`src/rtl/cpumap_pkg.sv`:
```
package cpumap_pkg;

    typedef enum logic [1:0] {
        EV_IDLE   = 2'd0,
        EV_PLUG   = 2'd1,
        EV_UNPLUG = 2'd2,
        EV_BADID  = 2'd3
    } ev_state_e;

    // Reset value of one bitmap byte: bit j is set when processor
    // (byte_idx*8 + j) is among the first boot_cpus processors.
    function automatic logic [7:0] boot_byte(input int unsigned byte_idx,
                                             input int unsigned boot_cpus);
        logic [7:0] v;
        v = '0;
        for (int j = 0; j < 8; j++) begin
            if ((byte_idx * 8 + j) < boot_cpus) v[j] = 1'b1;
        end
        return v;
    endfunction

endpackage

```
`src/rtl/cpumap_evdec.sv`:
```
module cpumap_evdec
    import cpumap_pkg::*;
#(
    parameter int CPU_ID_W = 8,
    parameter int GPE_BIT  = 2
) (
    input  logic                clk,
    input  logic                rst_n,
    input  logic                ev_valid,
    input  logic                ev_plug,
    input  logic [CPU_ID_W:0]   ev_id,
    output logic                upd_valid,
    output logic                upd_set,
    output logic [CPU_ID_W-1:0] upd_id,
    output logic [7:0]          gpe_mask,
    output logic                sci_eval,
    output logic                id_err
);

    localparam logic [7:0] GPE_MASK = 8'(1 << GPE_BIT);

    ev_state_e             state_q, state_d;
    logic [CPU_ID_W-1:0]   id_q;

    // next-state selection
    always_comb begin
        if (!ev_valid) begin
            state_d = EV_IDLE;
        end else if (ev_id[CPU_ID_W]) begin
            state_d = EV_BADID;
        end else if (ev_plug) begin
            state_d = EV_PLUG;
        end else begin
            state_d = EV_UNPLUG;
        end
    end

    // state register
    always_ff @(posedge clk) begin
        if (!rst_n) begin
            state_q <= EV_IDLE;
            id_q    <= '0;
        end else begin
            state_q <= state_d;
            id_q    <= ev_id[CPU_ID_W-1:0];
        end
    end

    // outputs
    always_comb begin
        upd_valid = 1'b0;
        upd_set   = 1'b0;
        gpe_mask  = '0;
        sci_eval  = 1'b0;
        id_err    = 1'b0;
        unique case (state_q)
            EV_IDLE: begin
            end
            EV_PLUG: begin
                upd_valid = 1'b1;
                upd_set   = 1'b1;
                gpe_mask  = GPE_MASK;
                sci_eval  = 1'b1;
            end
            EV_UNPLUG: begin
                upd_valid = 1'b1;
                gpe_mask  = GPE_MASK;
                sci_eval  = 1'b1;
            end
            EV_BADID: begin
                id_err = 1'b1;
            end
        endcase
    end

    assign upd_id = id_q;

    p_event_pulse_r5: assert property (@(posedge clk) disable iff (!rst_n)
        (ev_valid && !ev_id[CPU_ID_W]) |=> (sci_eval && gpe_mask == GPE_MASK && !id_err));

    p_quiet_r5: assert property (@(posedge clk) disable iff (!rst_n)
        !ev_valid |=> (!sci_eval && gpe_mask == '0 && !id_err));

    p_bad_id_r6: assert property (@(posedge clk) disable iff (!rst_n)
        (ev_valid && ev_id[CPU_ID_W]) |=> (id_err && !sci_eval && !upd_valid && gpe_mask == '0));

endmodule

```
`src/rtl/cpumap_store.sv`:
```
module cpumap_store
    import cpumap_pkg::*;
#(
    parameter int CPU_ID_W  = 8,
    parameter int BOOT_CPUS = 4
) (
    input  logic                  clk,
    input  logic                  rst_n,
    input  logic                  upd_valid,
    input  logic                  upd_set,
    input  logic [CPU_ID_W-1:0]   upd_id,
    output logic [(1<<CPU_ID_W)-1:0] map
);

    localparam int NUM_CPUS = 1 << CPU_ID_W;
    localparam int BYTES    = NUM_CPUS / 8;
    localparam int BYTE_AW  = CPU_ID_W - 3;

    logic [7:0] bytes_q [BYTES];

    for (genvar b = 0; b < BYTES; b++) begin : g_byte
        localparam logic [BYTE_AW-1:0] B_IDX = BYTE_AW'(b);
        logic hit;
        assign hit = upd_valid && (upd_id[CPU_ID_W-1:3] == B_IDX);

        always_ff @(posedge clk) begin
            if (!rst_n) begin
                bytes_q[b] <= boot_byte(b, BOOT_CPUS);
            end else if (hit) begin
                bytes_q[b][upd_id[2:0]] <= upd_set;
            end
        end

        assign map[b*8 +: 8] = bytes_q[b];
    end

    p_plug_sets_r3: assert property (@(posedge clk) disable iff (!rst_n)
        (upd_valid && upd_set) |=> map[$past(upd_id)]);

    p_unplug_clears_r4: assert property (@(posedge clk) disable iff (!rst_n)
        (upd_valid && !upd_set) |=> !map[$past(upd_id)]);

    p_single_bit_r3: assert property (@(posedge clk) disable iff (!rst_n)
        upd_valid |=> ($countones(map ^ $past(map)) <= 1));

    p_hold_r9: assert property (@(posedge clk) disable iff (!rst_n)
        !upd_valid |=> $stable(map));

endmodule

```
`src/rtl/cpumap_rdport.sv`:
```
module cpumap_rdport #(
    parameter int CPU_ID_W = 8,
    parameter int WIN_AW   = 6
) (
    input  logic                     clk,
    input  logic                     rst_n,
    input  logic                     acc_en,
    input  logic                     acc_we,
    input  logic [WIN_AW-1:0]        acc_addr,
    input  logic [(1<<CPU_ID_W)-1:0] map,
    output logic                     rd_valid,
    output logic [7:0]               rd_data
);

    localparam int BYTES   = (1 << CPU_ID_W) / 8;
    localparam int BYTE_AW = CPU_ID_W - 3;

    logic               is_read;
    logic               in_range;
    logic [BYTE_AW-1:0] byte_idx;

    assign is_read  = acc_en && !acc_we;
    assign in_range = (acc_addr < WIN_AW'(BYTES));
    assign byte_idx = acc_addr[BYTE_AW-1:0];

    always_ff @(posedge clk) begin
        if (!rst_n) begin
            rd_valid <= 1'b0;
            rd_data  <= '0;
        end else begin
            rd_valid <= is_read;
            if (is_read) begin
                rd_data <= in_range ? map[{byte_idx, 3'b000} +: 8] : 8'h00;
            end
        end
    end

    p_rd_valid_r7: assert property (@(posedge clk) disable iff (!rst_n)
        (acc_en && !acc_we) |=> rd_valid);

    p_oor_zero_r8: assert property (@(posedge clk) disable iff (!rst_n)
        (acc_en && !acc_we && acc_addr >= WIN_AW'(BYTES)) |=> (rd_data == 8'h00));

    p_wr_silent_r9: assert property (@(posedge clk) disable iff (!rst_n)
        (acc_en && acc_we) |=> !rd_valid);

endmodule

```
`src/rtl/cpu_presence_map.sv`:
```
module cpu_presence_map #(
    parameter int CPU_ID_W  = 8,
    parameter int BOOT_CPUS = 4,
    parameter int GPE_BIT   = 2,
    parameter int WIN_AW    = 6
) (
    input  logic                clk,
    input  logic                rst_n,
    input  logic                ev_valid,
    input  logic                ev_plug,
    input  logic [CPU_ID_W:0]   ev_id,
    input  logic                acc_en,
    input  logic                acc_we,
    input  logic [WIN_AW-1:0]   acc_addr,
    input  logic [7:0]          acc_wdata,
    output logic                rd_valid,
    output logic [7:0]          rd_data,
    output logic [7:0]          gpe_mask,
    output logic                sci_eval,
    output logic                id_err
);

    localparam int NUM_CPUS = 1 << CPU_ID_W;

    logic                upd_valid;
    logic                upd_set;
    logic [CPU_ID_W-1:0] upd_id;
    logic [NUM_CPUS-1:0] map;

    // write data has no destination
    logic unused_wdata;
    assign unused_wdata = ^acc_wdata;

    cpumap_evdec #(
        .CPU_ID_W (CPU_ID_W),
        .GPE_BIT  (GPE_BIT)
    ) u_evdec (
        .clk       (clk),
        .rst_n     (rst_n),
        .ev_valid  (ev_valid),
        .ev_plug   (ev_plug),
        .ev_id     (ev_id),
        .upd_valid (upd_valid),
        .upd_set   (upd_set),
        .upd_id    (upd_id),
        .gpe_mask  (gpe_mask),
        .sci_eval  (sci_eval),
        .id_err    (id_err)
    );

    cpumap_store #(
        .CPU_ID_W  (CPU_ID_W),
        .BOOT_CPUS (BOOT_CPUS)
    ) u_store (
        .clk       (clk),
        .rst_n     (rst_n),
        .upd_valid (upd_valid),
        .upd_set   (upd_set),
        .upd_id    (upd_id),
        .map       (map)
    );

    cpumap_rdport #(
        .CPU_ID_W (CPU_ID_W),
        .WIN_AW   (WIN_AW)
    ) u_rdport (
        .clk      (clk),
        .rst_n    (rst_n),
        .acc_en   (acc_en),
        .acc_we   (acc_we),
        .acc_addr (acc_addr),
        .map      (map),
        .rd_valid (rd_valid),
        .rd_data  (rd_data)
    );

endmodule

```
`config.mk`:
```
export PLATFORM = sky130hd
export DESIGN_NAME = cpu_presence_map
export DESIGN_NICKNAME = d
export VERILOG_FILES = /design/src/rtl/cpumap_pkg.sv /design/src/rtl/cpumap_evdec.sv /design/src/rtl/cpumap_store.sv /design/src/rtl/cpumap_rdport.sv /design/src/rtl/cpu_presence_map.sv
export SDC_FILE = /design/constraint.sdc
export NUM_CORES = 1
export LEC_CHECK = 0
export BUFFER_PORTS_ARGS = -buffer_cell sky130_fd_sc_hd__buf_2
export CORE_MARGIN = 3
export CORE_UTILIZATION = 50
export CTS_BUF_LIST = sky130_fd_sc_hd__clkbuf_8
export DETAILED_ROUTE_END_ITERATION = 12
export HOLD_SLACK_MARGIN = 0.1
export PLACE_DENSITY = 0.69
export RECOVER_POWER = 25
export SLEW_MARGIN = 5
export SYNTH_ARGS = -nofsm -noshare
export SYNTH_HDL_FRONTEND = slang
export SYNTH_SLANG_ARGS = --single-unit
```
`constraint.sdc`:
```
create_clock -name clk -period 2 [get_ports clk]
set_clock_uncertainty 0.15 [all_clocks]
set_input_delay 0.1 -clock clk [delete_from_list [all_inputs] [get_ports clk]]
set_output_delay 0.1 -clock clk [all_outputs]
set_load 0.05 [all_outputs]
```
==> impl_metrics.csv, run 1 <==
group,metric,value,unit
grt,grt_util_met2,43.9,%
placement,portBuffers,32,
sta,hold_slack,151,ps
synth,synth_seq_cells,275,
clock_tree,clock-sinks,275,
pwr,ir_drop,0.385,mV
route,drtIter0Drc,1153,
final_layout,drive_gt1_share,27.4,%
synth,yosys-top-cells-area,"edfxtp_1 (56%), o21ai_0 (9.5%), nor2_1 (7.3%), mux4_2 (6.8%), clkbuf_1 (3.1%)",
clock_tree,path_clk_slew,60,ps
synth,yosysTopAreaCell,"edfxtp_1",
final_layout,nets,1338,
run,max_cap_viol_count,1,
die,die_w,171,µm
critical_path,rrSetupSlack,10,ps
clock_tree,cts-root-buf,"clkbuf_8",
final_layout,num-fill-cells,2047,
synth,synth_top_area_share,56.4,%
synth,synth_edf_count,256,
critical_path,path_max_fanout,16,
final_layout,areaGrowthSynthToFinish,20.3,%
route,postRouteAntennaNets,0,
critical_path,crit_required,2130,ps
critical_path,cp-start-kind,"register",
die,ios,48,
clock_tree,clk_path_buf_depth,3,
run_status,status,"finished, violations left",
placement,post-dp-hpwl,24000,µm
clock_tree,htreeDepth,2,
die,die_area,29300,µm²
critical_path,worstSetupPathType,"reg -> reg",
synth,yosys_most_used_dff,"edfxtp_1",
final_layout,diodes,0,
grt,antenna_found_initial,0,
final_layout,final_util,62.1,%
route,drt_first_pass_iters,5,
synth,synth_most_common_cell,"nor2_1",
route,drcViolationCount,0,
route,wirelength,37900,µm
pwr,power_density,744,nW/µm²
sta,fmax,503,MHz
grt,grt_start_max_net_pins,138,
clock_tree,cts_tree,"yes",
critical_path,cp-end-kind,"register",
synth,synthCells,1231,
sta,fin_crit_sh,99.5,%
synth,ys_types,44,
pwr,leakage,5.73,nW
synth,ys_top_cells_by_count,"nor2_1 (264), o21ai_0 (258), edfxtp_1 (256)",
die,initial_core_util,51.6,%
critical_path,cp.arrival,2120,ps
route,num_vias,10416,
route,vias_per_cell,6.21,
route,wire_per_inst,22.6,µm
grt,grt_pass1_wl,57500,µm
synth,ys_warn_count,0,
sta,rsz0062_at_grt,"yes",
die,coreArea,26400,µm²
sta,slew_viol_final,138,
grt,grt_util_met3,3.58,%
final_layout,post-route-cell-area,16400,µm²
sta,finalHoldViolCount,0,
die,die_y,171,µm
die,row_count,59,
placement,gp_congestion,0.933,
grt,grtUsageTotal,25.9,%
grt,grt_overflow_total,0,
sta,setup_viol_count_final,0,
final_layout,stdcell_count,1676,
grt,gr-usage-met1,34.4,%
synth,syn_area,13600,µm²
placement,post_dp_cell_area,15000,µm²
clock_tree,numCtsBuffers,46,
run_status,violations,"capacitance limit, slew limit",
clock_tree,clk_latency,550,ps
sta,finalSetupTns,0,ps
synth,synth_area_per_cell,11.1,µm²
synth,async_reset_ff_share,0,%
synth,ys_seq_area_share,59.2,%
grt,grt_most_used_layer,"met2",
hold_path,hold_path.class,"in -> reg",
sta,tightestPinTransition,1720,ps
sta,relSlewSlack,-14.8,%
placement,place_inst,1565,
sta,layout_min_cycle_time,1990,ps
grt,grt_pass1_vias,10000,
-- through the flow --
step	power, mW	setup WS, ps
after floorplan	7.30	-57.6
after global placement	7.66	-157
after detailed placement	7.69	-175
after CTS	12.2	-19.6
after global routing	12.6	-47.7
final	12.2	10.7
-- placed cells by master, fill, tap and decap left out, types with 4 or more instances in the layout --
| cell type | n |
|---|---|
| nand3_1 | 9 |
| mux4_2 | 41 |
| buf_4 | 82 |
| edfxtp_1 | 256 |
| clkbuf_8 | 50 |
| a311oi_1 | 8 |
| clkinv_1 | 8 |
| o21ai_0 | 60 |
| and2_1 | 7 |
| buf_6 | 12 |
| nand2_2 | 11 |
| buf_2 | 20 |
| clkbuf_1 | 10 |
| or3_1 | 5 |
| o311ai_0 | 4 |
| dfxtp_1 | 15 |
| buf_12 | 32 |
| nand4_1 | 5 |
| nand2_1 | 38 |
| o22ai_1 | 8 |
| mux2_2 | 22 |
| nand3b_1 | 6 |
| nor2_1 | 261 |
| conb_1 | 7 |
| a221oi_1 | 6 |
| o21ai_2 | 65 |
| inv_1 | 23 |
| nor2b_1 | 9 |
| nor3_1 | 5 |
| o221ai_1 | 6 |
| dlygate4sd3_1 | 23 |
| dfxtp_2 | 4 |
| a2111oi_0 | 4 |
| o21ai_1 | 130 |
| mux2i_1 | 40 |
-- worst max-delay path: stages (launching register included) --
cell	delay, ps
dfxtp_2	320
or3b_4	410
nor3_4	270
nand2_1	100
buf_6	160
or3_1	310
-- registers in the layout, summed over array words and instances, names as in the netlist --
register / flops
u_evdec.upd_id: 8
u_store.bytes_q: 256
u_evdec.state_q: 2
u_rdport.rd_valid: 1
u_rdport.rd_data: 8
-- cell type report --
type,instances,area (µm²),area share (%)
Clock inverter,32,126,0.770
Clock buffer,50,688,4.19
Timing Repair Buffer,183,1810,11.0
Inverter,4,18.8,0.114
Multi-Input combinational cell,797,5270,32.1
Sequential cell,275,8070,49.2
Tap cell,335,419,2.55
-- metal layers --
layer	wire length, µm	part of all wire [%]
met1	14200	38
met2	19000	50
met3	3310	8.7
met4	1390	3.7
met5	0	0
-- worst paths after layout --
kind                       start                    end  cells past startpoint
max            u_evdec.upd_id[3]  u_store.bytes_q[0][0]                      5
min                     ev_id[0]      u_evdec.upd_id[0]                      3
max reg2reg    u_evdec.upd_id[3]  u_store.bytes_q[0][0]                      5
min reg2reg  u_rdport.rd_data[7]    u_rdport.rd_data[7]                      2
-- repair_timing --
item	in CTS	in global routing
pin swaps	0	6
gates cloned	1	2
resized for setup	91	200
endpoints found under the setup margin	131	355
hold buffers	23	0
endpoints found under the hold margin	25	0
setup buffers	0	3
-- cells by family after synthesis --
logic type,share of synthesized area (%)
compound gates,12.1
buf+inv,5.28
other cells,0.0275
mux,11.5
simple gates,11.7
flops,59.2
fa+ha+maj,0.183
-- report_power, final --
group / total [mW] / switching [mW] / leakage, nW / internal, mW
Combinational: 1.23 / 0.732 / 2.34 / 0.495
Clock: 4.50 / 2.22 / 0.492 / 2.28
Sequential: 6.48 / 0.0627 / 2.90 / 6.42
(Power assumes the default switching activity.)
==> inputs of run 2 (changes only) <==
--- a/config.mk
+++ b/config.mk
@@ -11,9 +11,8 @@
 export CTS_BUF_LIST = sky130_fd_sc_hd__clkbuf_8
 export DETAILED_ROUTE_END_ITERATION = 12
 export HOLD_SLACK_MARGIN = 0.1
-export PLACE_DENSITY = 0.69
+export PLACE_DENSITY = 0.67
 export RECOVER_POWER = 25
-export SLEW_MARGIN = 5
 export SYNTH_ARGS = -nofsm -noshare
 export SYNTH_HDL_FRONTEND = slang
 export SYNTH_SLANG_ARGS = --single-unit
==> constraint.sdc (replaced) <==
create_clock -name clk -period 2.3 [get_ports clk]
set_clock_uncertainty 0.15 [all_clocks]
set_input_delay 0.115 -clock clk [delete_from_list [all_inputs] [get_ports clk]]
set_output_delay 0.115 -clock clk [all_outputs]
set_load 0.05 [all_outputs]
==> run 2 against run 1 <==
Against the previous run: the flow now finishes without violations; final area down 3.8%; count of clock-buffer cells in the layout up 1; global-route usage down 1.3 points; wire length down 6.8%; critical path depth up 2; total power down 12%; largest cell class unchanged; largest power group unchanged; highest routed layer unchanged.
==> impl_metrics.csv, run 2 (synthesis results as in run 1) <==
group,metric,value,unit
run,max_cap_viol_count,0,
clock_tree,clk_latency,560,ps
clock_tree,clk_path_buf_depth,3,
hold_path,hold_path.class,"in -> reg",
grt,grtUsageTotal,24.5,%
clock_tree,numCtsBuffers,46,
run_status,status,"complete, no violations",
hold_path,hold_depth,3,
critical_path,path_max_fanout,8,
sta,setup_viol_count_final,0,
grt,grt_overflow_total,0,
placement,place_ws,51.3,ps
sta,fin_crit_sh,93.9,%
final_layout,diodes,0,
critical_path,worstSetupPathType,"reg -> reg",
clock_tree,path_clk_slew,60,ps
sta,tightestPinTransition,842,ps
die,coreArea,26400,µm²
critical_path,r2r_cells,7,
final_layout,layout_common_cells,"nor2_1 (264), edfxtp_1 (256), o21ai_0 (248)",
sta,finalHoldViolCount,0,
die,die_w,171,µm
grt,grt_pass1_vias,9786,
route,postRouteAntennaNets,0,
sta,relSlewSlack,43.9,%
final_layout,post-route-cell-area,15800,µm²
route,drtIter0Drc,1135,
critical_path,cp.arrival,2260,ps
route,drcViolationCount,0,
die,ios,48,
sta,setup_ws,140,ps
route,num_vias,10022,
route,drt_first_pass_iters,6,
hold_path,hold_end,"u_evdec.upd_id[6]",
sta,fmax,463,MHz
sta,slew_viol_final,0,
final_layout,regArea,8070,µm²
critical_path,cp-end-kind,"register",
sta,rsz0062_at_grt,"no",
critical_path,crit_required,2400,ps
sta,layout_min_cycle_time,2160,ps
placement,post-dp-hpwl,22300,µm
die,die_area,29300,µm²
hold_path,min_from,"ev_id[6]",
final_layout,final_common_cell,"nor2_1",
pwr,power_density,684,nW/µm²
pwr,ir_drop,0.385,mV
grt,grt_start_max_net_pins,192,
final_layout,nets,1332,
route,wirelength,35400,µm
placement,post_dp_cell_area,14700,µm²
final_layout,areaGrowthSynthToFinish,15.7,%
critical_path,cp-start-kind,"register",
clock_tree,cts_setup_buffers,0,
critical_path,rrSetupSlack,140,ps
pwr,finalPower,10.8,mW
placement,portBuffers,32,
final_layout,drive_gt1_share,20.3,%
sta,finalSetupTns,0,ps
clock_tree,cts-root-buf,"clkbuf_8",
die,initial_core_util,51.6,%
clock_tree,htreeDepth,2,
placement,gp_congestion,0.846,
pwr,leakage,5.49,nW
grt,grt_pass1_wl,54500,µm
grt,antenna_found_initial,0,
clock_tree,clock-sinks,275,
final_layout,largest_reg_flops,256,
clock_tree,cts_tree,"yes",
critical_path,rr_endpoint,"u_store.bytes_q[3][10]",
final_layout,top_register,"u_store.bytes_q",
route,wire_per_inst,21.2,µm
final_layout,num-fill-cells,2142,
critical_path,r2r_start,"u_evdec.state_q[1]",
final_layout,multi_input_area,4880,µm²
route,vias_per_cell,6.00,
die,row_count,59,
die,die_y,171,µm
## run 2: cell types whose count changed in the layout (fill, tap and decap cells not counted), moves of 5 or more
cell | before | now
buf_12 | 32 | 19
buf_4 | 82 | 87
buf_6 | 12 | 1
clkbuf_2 | 2 | 12
clkinv_2 | 2 | 7
nand2_1 | 38 | 52
nand2_2 | 11 | 0
o21ai_0 | 60 | 248
o21ai_1 | 130 | 10
o21ai_2 | 65 | 0
## run 2: layer usage
| metal | track usage, % | routed length (µm) |
|---|---|---|
| met1 | 32.4 | 14200 |
| met2 | 42.2 | 17700 |
| met3 | 3.49 | 2520 |
| met4 | 7.98 | 936 |
| met5 | 0 | 0 |
## run 2: how the worst max path moves through the flow
stage | startpoint | slack [ps] | cells past startpoint | endpoint
finish | u_evdec.state_q[1] | 140 | 7 | u_store.bytes_q[3][10]
global route | u_evdec.state_q[1] | 30 | 7 | u_store.bytes_q[3][44]
floorplan | u_evdec.state_q[1] | 40 | 8 | u_store.bytes_q[0][24]
detailed placement | acc_addr[0] | 50 | 9 | u_rdport.rd_data[7]
global placement | acc_addr[0] | 40 | 8 | u_rdport.rd_data[2]
CTS | u_evdec.state_q[1] | 100 | 9 | u_store.bytes_q[0][26]
## run 2: repair_timing
action / CTS / global route
hold endpoints to repair: 38 / 0
hold buffers: 25 / 0
resized for setup: 0 / 12
endpoints found under the setup margin: 0 / 34
## run 2: final cells by class
| cell class | instances | share of cell area [%] |
|---|---|---|
| clock inverter | 31 | 1.17 |
| multi-input combinational | 797 | 30.9 |
| inverter | 4 | 0.119 |
| timing repair buffer | 177 | 9.56 |
| sequential | 275 | 51.1 |
| clock buffer | 51 | 4.45 |
| tap | 335 | 2.66 |
## run 2: critical path, cell delays in order, from the launching register on
cell	delay (ps)
dfxtp_1	330
inv_1	50
ha_2	310
nor3_1	270
buf_4	190
nand2_1	80
clkbuf_1	220
o21ai_0	250
## run 2: through the flow
stage / cells / hold slack (ps) / utilization, %
final: 1670 / 189 / 59.7
after global routing: 1670 / 192 / 59.7
after CTS: 1670 / 158 / 60.0
after detailed placement: 1563 / 175 / 55.6
after global placement: 1563 / 164 / 55.6
after floorplan: 1237 / 58.5 / -
## run 2: power by group
part	total [mW]	switching, mW	leakage (nW)	internal [mW]
clock	4.21	1.95	0.514	2.26
combinational	0.953	0.577	2.08	0.376
sequential	5.63	0.0464	2.90	5.58
total	10.8	2.57	5.49	8.21
